## src/rtl/chan_sema_pkg.sv

```systemverilog
package chan_sema_pkg;
  localparam int unsigned SEMA_CNT_W  = 8;
  localparam int unsigned SEMA_REG_W  = 32;
  localparam int unsigned SEMA_CNT_LSB = 16;

  typedef struct packed {
    logic kill;
    logic grant;
  } sema_ctl_t;
endpackage

```

## src/rtl/sema_regif.sv

```systemverilog
module sema_regif
  import chan_sema_pkg::*;
#(
  parameter int unsigned CNT_W   = SEMA_CNT_W,
  parameter int unsigned REG_W   = SEMA_REG_W,
  parameter int unsigned CNT_LSB = SEMA_CNT_LSB
) (
  input  logic             inc_wr_en,
  input  logic [REG_W-1:0] inc_wr_data,
  input  logic             clr_wr_en,
  input  logic [CNT_W-1:0] clr_wr_data,
  input  logic             eng_err,
  input  logic [CNT_W-1:0] cnt_q,
  output logic [CNT_W-1:0] add_val,
  output logic             kill,
  output logic [REG_W-1:0] rd_data
);
  localparam logic [CNT_W-1:0] CLR_KEY = '1;

  always_comb begin
    add_val = inc_wr_en ? inc_wr_data[CNT_W-1:0] : '0;
    kill    = eng_err | (clr_wr_en & (clr_wr_data == CLR_KEY));
  end

  always_comb begin
    rd_data = '0;
    rd_data[CNT_LSB +: CNT_W] = cnt_q;
  end
endmodule

```

## src/rtl/sema_grant.sv

```systemverilog
module sema_grant #(
  parameter int unsigned CNT_W = chan_sema_pkg::SEMA_CNT_W
) (
  input  logic             dec_req,
  input  logic             kill,
  input  logic [CNT_W-1:0] cnt_q,
  input  logic [CNT_W-1:0] add_val,
  output logic             grant,
  output logic             stall
);
  logic credit_avail;

  always_comb begin
    credit_avail = (cnt_q != '0) || (add_val != '0);
    grant        = dec_req & ~kill & credit_avail;
    stall        = dec_req & ~grant;
  end
endmodule

```

## src/rtl/sema_counter.sv

```systemverilog
module sema_counter #(
  parameter int unsigned CNT_W = chan_sema_pkg::SEMA_CNT_W
) (
  input  logic             clk,
  input  logic             rst_n,
  input  logic [CNT_W-1:0] add_val,
  input  logic             grant,
  input  logic             kill,
  output logic [CNT_W-1:0] cnt_q
);
  localparam int unsigned SUM_W = CNT_W + 1;
  localparam logic [CNT_W-1:0] CNT_MAX = '1;

  logic [SUM_W-1:0] net_sum;
  logic [CNT_W-1:0] cnt_d;
  logic             cnt_en;

  always_comb begin
    net_sum = {1'b0, cnt_q} + {1'b0, add_val} - SUM_W'(grant);
    cnt_en  = kill | grant | (add_val != '0);
    if (kill)
      cnt_d = '0;
    else if (net_sum[CNT_W])
      cnt_d = CNT_MAX;
    else
      cnt_d = net_sum[CNT_W-1:0];
  end

  always_ff @(posedge clk or negedge rst_n) begin
    if (!rst_n)
      cnt_q <= '0;
    else if (cnt_en)
      cnt_q <= cnt_d;
  end

  a_r6_kill_zeroes: assert property (@(posedge clk) disable iff (!rst_n)
    kill |=> (cnt_q == '0));

  a_r4_no_overflow: assert property (@(posedge clk) disable iff (!rst_n)
    (!kill && !grant && cnt_q == CNT_MAX) |=> (cnt_q == CNT_MAX));

  a_r10_single_dec: assert property (@(posedge clk) disable iff (!rst_n)
    (!kill && grant && add_val == '0) |=> (cnt_q == $past(cnt_q) - CNT_W'(1)));

  a_r2_hold_idle: assert property (@(posedge clk) disable iff (!rst_n)
    (!kill && !grant && add_val == '0) |=> $stable(cnt_q));
endmodule

```

## src/rtl/chan_sema_ctrl.sv

```systemverilog
module chan_sema_ctrl
  import chan_sema_pkg::*;
#(
  parameter int unsigned CNT_W   = SEMA_CNT_W,
  parameter int unsigned REG_W   = SEMA_REG_W,
  parameter int unsigned CNT_LSB = SEMA_CNT_LSB
) (
  input  logic             clk,
  input  logic             rst_n,
  input  logic             inc_wr_en,
  input  logic [REG_W-1:0] inc_wr_data,
  output logic [REG_W-1:0] reg_rd_data,
  input  logic             clr_wr_en,
  input  logic [CNT_W-1:0] clr_wr_data,
  input  logic             dec_req,
  output logic             dec_grant,
  output logic             dec_stall,
  input  logic             eng_err,
  output logic             chan_active
);
  logic [1:0]       rst_pipe_q;
  logic             rst_int_n;
  logic [CNT_W-1:0] cnt_q;
  logic [CNT_W-1:0] add_val;
  sema_ctl_t        ctl;

  always_ff @(posedge clk or negedge rst_n) begin
    if (!rst_n)
      rst_pipe_q <= 2'b00;
    else
      rst_pipe_q <= {rst_pipe_q[0], 1'b1};
  end
  assign rst_int_n = rst_pipe_q[1];

  sema_regif #(.CNT_W(CNT_W), .REG_W(REG_W), .CNT_LSB(CNT_LSB)) u_regif (
    .inc_wr_en   (inc_wr_en),
    .inc_wr_data (inc_wr_data),
    .clr_wr_en   (clr_wr_en),
    .clr_wr_data (clr_wr_data),
    .eng_err     (eng_err),
    .cnt_q       (cnt_q),
    .add_val     (add_val),
    .kill        (ctl.kill),
    .rd_data     (reg_rd_data)
  );

  sema_grant #(.CNT_W(CNT_W)) u_grant (
    .dec_req (dec_req),
    .kill    (ctl.kill),
    .cnt_q   (cnt_q),
    .add_val (add_val),
    .grant   (ctl.grant),
    .stall   (dec_stall)
  );

  sema_counter #(.CNT_W(CNT_W)) u_counter (
    .clk     (clk),
    .rst_n   (rst_int_n),
    .add_val (add_val),
    .grant   (ctl.grant),
    .kill    (ctl.kill),
    .cnt_q   (cnt_q)
  );

  assign dec_grant   = ctl.grant;
  assign chan_active = (cnt_q != '0);

  a_r8_error_blocks_grant: assert property (@(posedge clk) disable iff (!rst_int_n)
    eng_err |-> !dec_grant);

  a_r11_stall_at_zero: assert property (@(posedge clk) disable iff (!rst_int_n)
    (dec_req && reg_rd_data[CNT_LSB +: CNT_W] == '0 &&
     !(inc_wr_en && inc_wr_data[CNT_W-1:0] != '0)) |-> (dec_stall && !dec_grant));

  a_r7_error_clears: assert property (@(posedge clk) disable iff (!rst_int_n)
    eng_err |=> (!chan_active && reg_rd_data == '0));
endmodule

```

## config.mk

```make
export PLATFORM = sky130hd
export DESIGN_NAME = chan_sema_ctrl
export DESIGN_NICKNAME = d
export VERILOG_FILES = /design/src/rtl/chan_sema_pkg.sv /design/src/rtl/sema_regif.sv /design/src/rtl/sema_grant.sv /design/src/rtl/sema_counter.sv /design/src/rtl/chan_sema_ctrl.sv
export SDC_FILE = /design/constraint.sdc
export NUM_CORES = 1
export LEC_CHECK = 0
export BUFFER_PORTS_ARGS = -buffer_cell sky130_fd_sc_hd__buf_2
export CAP_MARGIN = 20
export CORE_ASPECT_RATIO = 0.6
export CORE_MARGIN = 2
export CORE_UTILIZATION = 42
export DETAILED_ROUTE_END_ITERATION = 12
export HOLD_SLACK_MARGIN = 0.03
export PLACE_DENSITY = 0.82
export SYNTH_ARGS = -nofsm -noshare
export SYNTH_HDL_FRONTEND = slang
export SYNTH_SLANG_ARGS = --single-unit
```

## constraint.sdc

```tcl
create_clock -name clk -period 1.55 [get_ports clk]
set_input_delay 0.31 -clock clk [delete_from_list [all_inputs] [get_ports clk]]
set_output_delay 0.31 -clock clk [all_outputs]
set_load 0.1 [all_outputs]
```

==> metrics.txt, run 1 <==
via count ~1300; Final GP Congestion between 0.9 and 1; Residual DRC 0; fin crit period 2924 ps; Psw ~2.8 mW; Die Width between 70 and 80 um; DRT Pass-1 Iters 4; syn avg cell area between 7 and 8 um^2; num ports 81; DR WL/cell between 15 and 20 um; outcome complete, but fails checks; Reg2Reg Setup Slack -1370 ps; PnR worst setup slack -1374 ps; CP delay by family, top compound AO/OA/AOI/OAI gates; crit path max fanout 7; Buf/Inv on CP 2; Worst EP arrival between 3000 and 4000 ps; FILL cells around 170; nets between 200 and 300; via-per-instance ratio just over 5; Clock Power Share under 10%; Die H between 40 and 50 um; # diodes 0; Seq pwr share about a tenth; layout cells sized above 1 45.37%; clock buffer depth 2; most frequent cells in the layout 37 x buf_4, 25 x conb_1, 24 x inv_1; Cell Chain, Critical Path nor4_4 -> nand2_4 -> o21ai_4 -> nor2_4 -> ha_4 -> inv_4 -> ha_4 -> inv_2 -> fa_2 -> nor2b_4 -> o31ai_4 -> o21a_1 -> nand2_2 -> a31oi_1; H-tree levels 1; Die ar. roughly 0.0034 mm^2; multi-input logic area approximately 870 um^2; hold crit path type reg -> async; antenna-violating nets left 0; clk slew on worst S/H paths ~50 ps; PwrDens ~2600 mW/mm^2; yosys warns 0; Final Max Tran Viols 0; vias in the first global route 1194; Hold Vio Cnt, Final 0; CP max stage cell dfrtp_4; crit-path most repeated cell ha_4; CTS root buf clkbuf_8; final non-filler cell total between 200 and 300; area grow syn2layout 62.56%; final cell utilization of the core a little over two thirds; violated checks setup timing; most common cell after layout, fill and taps aside buf_4; Final Setup Violations 11; synth unique cells 31; Num CTS Buffers 3; r2r endpoint u_counter.cnt_q[4]$_DFFE_PN0P_; Post-Route WL between 4000 and 5000 um; CP Data Required Time between 1500 and 2000 ps; post-synthesis register bit count 10; RR Startpoint u_counter.cnt_q[7]$_DFFE_PN0P_; nature of the critical path endpoint flip-flop; CORE AREA approximately 0.0028 mm^2; FF+latch area ~280 um^2; DRT iter0 DRCs roughly 140; register area share after synthesis between 20% and 30%; worst-skew pair later-pin latency 240 ps; placed cells roughly 250; switching part of the total 54.06%; CP Class reg -> reg; Sink Count 10; instance count of the mapped netlist roughly 150; Total GRT Usage approximately a quarter; Rows 15; TritonCTS clock tree done; aggregate global routing overflow 0; max cap viols 0; Initial Util a little over two fifths; f_max ~340 MHz; logic gate share of total power between 80% and 90%; largest net degree at the start of global routing 17; PortBufs 32; maximum vdd drop between 1 and 1.5 mV; Startpoint Class flip-flop; Final period util 188.6%; initial antenna violation count 0; crit-path max cell delay ~480 ps; Static Leak between 1 and 1.5 nW; RSZ-0062 raised after global routing yes; setup TNS -12370 ps; worst reg-to-reg path cell count 14; Cell Area, Synth 0.001220 mm^2; dpl hpwl about 2700 um; internal cell power around 2.4 mW; first-pass GRT wire length between 5000 and 6000 um; clk_skew a little over 0.8 ps
## state kept, by name, summed over array words and instances (netlist names)
name / count
u_counter.cnt_q: 8
rst_pipe_q: 2
## per-stage QoR
stage	hold WS, ps	area (um^2)	total power [mW]	setup slack (ps)
floorplan	14.41	1398	3.162	-1784
global placement	98.43	1784	4.324	-1420
detailed placement	99.73	1784	4.426	-1561
CTS	140.6	1938	4.926	-1243
global route	161.3	1983	5.409	-1431
finish	129.9	1983	5.159	-1374
## power by group through the flow
stage / logic (mW) / clock network (mW) / registers (mW)
finish: 4.30 / 0.331 / 0.530
global route: 4.52 / 0.348 / 0.541
CTS: 4.06 / 0.333 / 0.534
detailed placement: 3.89 / 0 / 0.537
global placement: 3.79 / 0 / 0.530
floorplan: 1.89 / 0 / 1.27
## logic make-up after synthesis
kind of cell / count (synthesis) / share of synthesized area (%)
buffers and inverters: 52 / 24.31
AO/OA/AOI/OAI: 38 / 20.41
AND/OR/NAND/NOR: 30 / 12.51
adder cells (fa/ha/maj): 17 / 18.05
flip-flops: 10 / 20.51
XOR/XNOR: 5 / 3.590
other: 2 / 0.6156
## synth_stat cells
| cell | instances | area share [%] |
|---|---|---|
| dfrtp_1 | 10 | 21 |
| nor4_2 | 2 | 2.1 |
| a2bb2oi_1 | 2 | 1.4 |
| a31oi_1 | 7 | 3.6 |
| o21a_1 | 3 | 1.8 |
| a21boi_0 | 1 | 0.62 |
| nand3_1 | 2 | 0.82 |
| buf_4 | 25 | 15 |
| o21ai_0 | 9 | 3.7 |
| ha_1 | 16 | 16 |
| conb_1 | 2 | 0.62 |
| and2_1 | 1 | 0.51 |
| o211ai_1 | 1 | 0.62 |
| xor2_1 | 4 | 2.9 |
| a21oi_1 | 7 | 2.9 |
| a41oi_1 | 1 | 0.72 |
| fa_1 | 1 | 1.6 |
| o221ai_1 | 1 | 0.72 |
| nand2_1 | 13 | 4.0 |
| xnor2_1 | 1 | 0.72 |
| nor2_1 | 6 | 1.8 |
| o31ai_4 | 1 | 1.7 |
| nand4_1 | 1 | 0.51 |
| nor4_1 | 3 | 1.5 |
| inv_1 | 26 | 8.0 |
| buf_6 | 1 | 0.92 |
| o22ai_1 | 1 | 0.51 |
| a21o_1 | 2 | 1.2 |
| o21ai_1 | 2 | 0.82 |
| nor2b_2 | 1 | 0.72 |
| nand2b_1 | 1 | 0.51 |
## metal layers
layer  routed length (um)  vias up  GRT usage [%]
met5                    0        -              0
met4                  170        0          14.18
met3                  263       15          3.319
met2                 1965       84          39.29
met1                 1624      613          29.38
li1                     -      620              -
## area by class of cell
type | instances | area share (%)
Multi-Input combinational cell | 115 | 43.85
Timing Repair Buffer | 72 | 32.05
Sequential cell | 10 | 14.13
Inverter | 26 | 5.047
Clock buffer | 4 | 2.776
Tap cell | 34 | 2.145
## worst register-to-register path, cell delays in order, from the launching register on
cell and delay (ps):
dfrtp_4 480, nor4_4 330, nand2_4 110, o21ai_4 210
nor2_4 60, ha_4 280, inv_4 30, ha_4 160
inv_2 70, fa_2 240, nor2b_4 60, o31ai_4 300
o21a_1 210, nand2_2 130, a31oi_1 180
## timing repair
item	4_1_cts	5_1_grt
hold buffers	1	0
pin swaps	11	4
buffers inserted	5	3
endpoints found under the setup margin	11	11
resized for setup	12	6
endpoints found under the hold margin	2	0
## how the worst max path moves through the flow
| stage | cells past startpoint | slack [ps] | from | end |
|---|---|---|---|---|
| after floorplan | 14 | -1780 | u_counter.cnt_q[0]$_DFFE_PN0P_ | u_counter.cnt_q[1]$_DFFE_PN0P_ |
| after global placement | 15 | -1420 | inc_wr_data[4] | u_counter.cnt_q[0]$_DFFE_PN0P_ |
| after detailed placement | 15 | -1560 | inc_wr_data[4] | u_counter.cnt_q[0]$_DFFE_PN0P_ |
| after CTS | 14 | -1240 | u_counter.cnt_q[7]$_DFFE_PN0P_ | u_counter.cnt_q[0]$_DFFE_PN0P_ |
| after global routing | 14 | -1430 | u_counter.cnt_q[3]$_DFFE_PN0P_ | u_counter.cnt_q[4]$_DFFE_PN0P_ |
| final | 14 | -1370 | u_counter.cnt_q[7]$_DFFE_PN0P_ | u_counter.cnt_q[4]$_DFFE_PN0P_ |
Power figures use the tool's default switching activity.
==> run 2, diff against run 1 <==
- CORE_UTILIZATION: 42 -> 45
- PLACE_DENSITY: 0.82 -> 0.87
- clock period: 1.55 -> 3.7 ns (I/O delays scaled with it)
==> metrics.txt, run 2 (synthesized netlist as in run 1, its figures left out) <==
CP Data Required Time 3790 ps (+2090 ps); clk_skew 4.477 ps (+3.647 ps); Sink Count 10 (unchanged); Final Setup Violations 0 (-11); nature of the critical path endpoint flip-flop; max cap viols 0 (unchanged); TritonCTS clock tree done; fin area 0.001438 mm^2 (-28%); Top reg by flops u_counter.cnt_q; Die H 44.33 um (-3.1%); Final GP Congestion 0.8397 (-7.5%); Reg2Reg Setup Slack 560 ps (+1930 ps); num ports 81 (unchanged); worst reg-to-reg path cell count 15 (+1); area grow syn2layout 17.85%; clock buffer depth 2 (unchanged); worst-skew pair later-pin latency 230 ps (about the same); H-tree levels 1 (unchanged); Rows 14 (-1); RR Startpoint u_counter.cnt_q[4]$_DFFE_PN0P_; aggregate global routing overflow 0 (unchanged); crit path max fanout 4 (-3); dpl hpwl 2065 um (-22%); DP Worst Slack -87.29 ps (+1474 ps); f_max 295.7 MHz; nets 256 (-12%); via-per-instance ratio 4.893 (-4.1%); CTS root buf clkbuf_8; r2r endpoint u_counter.cnt_q[0]$_DFFE_PN0P_; Initial Util 48.03% (+4.7 points); Die Width 71.22 um (-3.2%); vias in the first global route 902 (-24%); PortBufs 32 (unchanged); Num CTS Buffers 3 (unchanged); clk slew on worst S/H paths 50 ps (about the same); PnR worst setup slack 317.9 ps (+1692 ps); number of flip-flops under the largest register name 8 (unchanged); Worst EP arrival 3480 ps (+410 ps); via count 1096 (-18%); hold crit path type reg -> async; Die ar. 0.003157 mm^2 (-6.2%); DR WL/cell 11.23 um (-27%); Final Max Tran Viols 0 (unchanged); DRT iter0 DRCs 52 (-62%); final non-filler cell total 224 (-14%); CP Class in -> reg; layout cells sized above 1 30.21% (-15 points); maximum vdd drop 0.4185 mV (-64%); initial antenna violation count 0 (unchanged); Final period util 91.41%; Total GRT Usage 15.17% (-8.4 points); antenna-violating nets left 0 (unchanged); most frequent cells in the layout 32 x buf_2, 26 x inv_1, 25 x conb_1; Post-Route WL 2516 um (-37%); DP Area 0.001378 mm^2 (-23%); placed cells 220 (-11%); setup TNS 0 ps (+12370 ps); largest net degree at the start of global routing 17 (unchanged); Hold Vio Cnt, Final 0 (unchanged); worst setup path start inc_wr_data[4]; Startpoint Class input port; outcome finished clean; fin crit period roughly 3400 ps; PwrDens 1105 mW/mm^2 (-58%); # diodes 0 (unchanged); Static Leak 0.7703 nW (-24%); most common cell after layout, fill and taps aside buf_2; CORE AREA 0.002540 mm^2 (-9.8%); RSZ-0062 raised after global routing no; CP endpoint u_counter.cnt_q[0]$_DFFE_PN0P_; DRT Pass-1 Iters 4 (unchanged); final hold slack 119.4 ps (-10.50 ps); Residual DRC 0 (unchanged); Top Registers u_counter.cnt_q (8), rst_pipe_q (2); Tot Pwr 1.589 mW (-69%); first-pass GRT wire length 3891 um (-32%); final cell utilization of the core 56.60% (-14 points)
run 2: worst min path at each step:
stage | start | to | slack [ps] | depth (start not counted)
after global placement | rst_pipe_q[1]$_DFF_PN0_ | u_counter.cnt_q[6]$_DFFE_PN0P_ | 120 | 0
after floorplan | rst_pipe_q[1]$_DFF_PN0_ | u_counter.cnt_q[0]$_DFFE_PN0P_ | 90 | 0
after CTS | rst_pipe_q[1]$_DFF_PN0_ | u_counter.cnt_q[0]$_DFFE_PN0P_ | 130 | 0
final | rst_pipe_q[1]$_DFF_PN0_ | u_counter.cnt_q[3]$_DFFE_PN0P_ | 120 | 0
after detailed placement | rst_pipe_q[1]$_DFF_PN0_ | u_counter.cnt_q[7]$_DFFE_PN0P_ | 120 | 0
after global routing | rst_pipe_q[1]$_DFF_PN0_ | u_counter.cnt_q[0]$_DFFE_PN0P_ | 150 | 0
run 2: critical path, cell delays in order:
cell and delay, ps:
buf_2 110, nor4_2 310, a21boi_0 190, o21ai_0 190, buf_4 150, nor2_4 40
ha_1 280, inv_1 60, ha_1 160, inv_1 60, fa_1 420, nor2b_2 190
o31ai_4 90, o21a_1 240, a21oi_1 170, a21oi_1 80
run 2: routing by layer:
metal  vias to the layer above  GRT usage [%]  part of all wire [%]
met5                         -              0                     0
li1                        549              -                     -
met4                         0          1.132                     0
met1                       502          20.92                    44
met2                        45          27.41                    47
met3                         0          1.367                   8.1
run 2: repair_timing:
item                       4_1_cts  5_1_grt
setup endpoints to repair        0        8
resized for setup                0        3
buffers inserted                 0        0
hold buffers                     0        0
run 2: final cells by class:
type | instances | area, um^2
flip-flops and latches | 10 | 260.3
repair buffers | 37 | 197.7
multi-input cells | 115 | 797.0
fillers | 217 | 1102
inverters | 26 | 97.59
clock buffers | 4 | 45.04
well taps | 32 | 40.04
run 2: power by group:
group	total [mW]	internal (mW)	leakage, nW	switching [mW]
clock	0.113	0.0750	0.0228	0.0377
sequential	0.215	0.160	0.113	0.0550
combinational	1.26	0.372	0.634	0.889
total	1.59	0.607	0.770	0.982
==> run 3, diff against run 2 <==
- CAP_MARGIN: 20 -> unset
- CORE_UTILIZATION: 45 -> 40
- HOLD_SLACK_MARGIN: 0.03 -> 0.02
- PLACE_DENSITY: 0.87 -> 0.79
==> metrics.txt, run 3 (synthesized netlist as in run 1, its figures left out) <==
outcome finished clean; layout cells sized above 1 28.04% (-2.2 points); placed cells 227 (+3.2%); CP Data Required Time 3830 ps (+40 ps); setup TNS 0 ps (unchanged); area grow syn2layout 16.31%; number of flip-flops under the largest register name 8 (unchanged); num ports 81 (unchanged); logic gate share of total power 78.9% (-0.5 points); worst-skew pair later-pin latency 230 ps (about the same); Final period util 90.91% (-0.50 points); largest net degree at the start of global routing 17 (unchanged); Die H 46.78 um (+5.5%); Sink Count 10 (unchanged); clk slew on worst S/H paths 40 ps (about the same); crit-path max cell delay 400 ps (-20 ps); Reg2Reg Setup Slack 560 ps (about the same); initial antenna violation count 0 (unchanged); Cell Chain, Critical Path buf_2 -> nor4_2 -> a21boi_0 -> o21ai_0 -> buf_4 -> nor2_4 -> ha_1 -> inv_1 -> ha_1 -> inv_1 -> fa_1 -> nor2b_2 -> o31ai_4 -> a2bb2oi_1 -> nand2_1 -> a31oi_1; RR Startpoint u_counter.cnt_q[4]$_DFFE_PN0P_; DP Worst Slack -32.95 ps (+54.33 ps); final non-filler cell total 231 (+3.1%); TritonCTS clock tree done; CP max stage cell fa_1; Hold Vio Cnt, Final 0 (unchanged); vias in the first global route 737 (-18%); Clock Power Share 7.3% (+0.2 points); clk_skew 5.152 ps (+0.6757 ps); crit path max fanout 7 (+3); Die ar. 0.003522 mm^2 (+12%); Top Registers u_counter.cnt_q (8), rst_pipe_q (2); Startpoint Class input port; PortBufs 32 (unchanged); most frequent cells in the layout 32 x buf_2, 26 x inv_1, 25 x conb_1; antenna-violating nets left 0 (unchanged); Psw 0.9539 mW (-2.8%); maximum vdd drop 0.6103 mV (+46%); CP Class in -> reg; Final Max Tran Viols 0 (unchanged); dpl hpwl 1961 um (-5.1%); most common cell after layout, fill and taps aside buf_2; fin crit period 3364 ps (-18.53 ps); via count 1018 (-7.1%); Total GRT Usage 12.19% (-3.0 points); hold crit path type reg -> async; internal cell power 0.5803 mW (-4.4%); clock buffer depth 2 (unchanged); Seq pwr share 13.8% (+0.3 points); Final Setup Violations 0 (unchanged); final hold slack 112.0 ps (-7.481 ps); H-tree levels 1 (unchanged); switching part of the total 62.18% (+0.38 points); Num CTS Buffers 3 (unchanged); via-per-instance ratio 4.407 (-9.9%); PnR worst setup slack 336.4 ps (+18.53 ps); worst reg-to-reg path cell count 15 (unchanged); r2r endpoint u_counter.cnt_q[4]$_DFFE_PN0P_; Initial Util 42.21% (-5.8 points); # diodes 0 (unchanged); nets 253 (-1.2%); Final GP Congestion 0.7771 (-7.5%); Die Width 75.30 um (+5.7%); CTS root buf clkbuf_8; f_max 297.3 MHz (+0.55%); PwrDens 1081 mW/mm^2 (-2.2%); Residual DRC 0 (unchanged); final cell utilization of the core 49.09% (-7.5 points); Top reg by flops u_counter.cnt_q; Post-CTS Hold Buffers 0 (unchanged); Post-Route WL 2235 um (-11%); aggregate global routing overflow 0 (unchanged); Static Leak 0.7551 nW (-2.0%); DR WL/cell 9.675 um (-14%); DRT Pass-1 Iters 4 (unchanged); DRT iter0 DRCs 23 (-56%); max cap viols 0 (unchanged); first-pass GRT wire length 3194 um (-18%); CORE AREA 0.002890 mm^2 (+14%); RSZ-0062 raised after global routing no; post-CTS setup buffers 0 (unchanged); FILL cells 284 (+31%); post_cts resized 0 (unchanged); Worst EP arrival 3500 ps (+20 ps); nature of the critical path endpoint flip-flop; Rows 15 (+1)
==> run 3: worst max-delay path by stage <==
stage          slack (ps)                        endpoint  depth (start not counted)      startpoint
5_1_grt                40  u_counter.cnt_q[4]$_DFFE_PN0P_                         16  inc_wr_data[4]
3_5_place_dp          -30  u_counter.cnt_q[4]$_DFFE_PN0P_                         16  inc_wr_data[4]
4_1_cts               190  u_counter.cnt_q[4]$_DFFE_PN0P_                         16  inc_wr_data[4]
3_3_place_gp           40  u_counter.cnt_q[4]$_DFFE_PN0P_                         16  inc_wr_data[4]
2_1_floorplan           2  u_counter.cnt_q[1]$_DFFE_PN0P_                         15  clr_wr_data[4]
6_report              340  u_counter.cnt_q[4]$_DFFE_PN0P_                         16  inc_wr_data[4]
==> run 3: layout make-up <==
type	instances	area (um^2)	area share (%)
clock buffers	4	45.04	3.175
inverters	26	97.59	6.878
multi-input cells	115	788.3	55.56
flip-flops and latches	10	260.3	18.34
well taps	42	52.55	3.704
repair buffers	34	175.2	12.35
==> run 3: metal layers <==
metal	vias to the layer above	global-route usage [%]	part of all wire, %
met2	39	18.78	41
met5	-	0	0
met1	437	17.58	50
li1	540	-	-
met3	2	1.931	8.2
met4	0	4.211	0.67
==> run 3: metrics by stage <==
step	total power, mW	instance area, um^2
4_1_cts	1.532	1413
3_3_place_gp	1.397	1368
3_5_place_dp	1.415	1368
6_report	1.534	1419
2_1_floorplan	1.245	1339
5_1_grt	1.646	1419
==> run 3: power groups by stage <==
stage               Combinational (mW)  Sequential, mW  Clock, mW
finish                            1.21           0.212      0.111
global route                      1.31           0.219      0.119
CTS                               1.21           0.212      0.113
detailed placement                1.20           0.214          0
global placement                  1.18           0.214          0
floorplan                        0.749           0.496          0
==> run 3: worst max-delay path: cells and delay by family <==
kind	cells	cell delay (ps)
adder cells (fa/ha/maj)	3	850
AO/OA/AOI/OAI	5	830
AND/OR/NAND/NOR	4	700
buffers and inverters	4	370
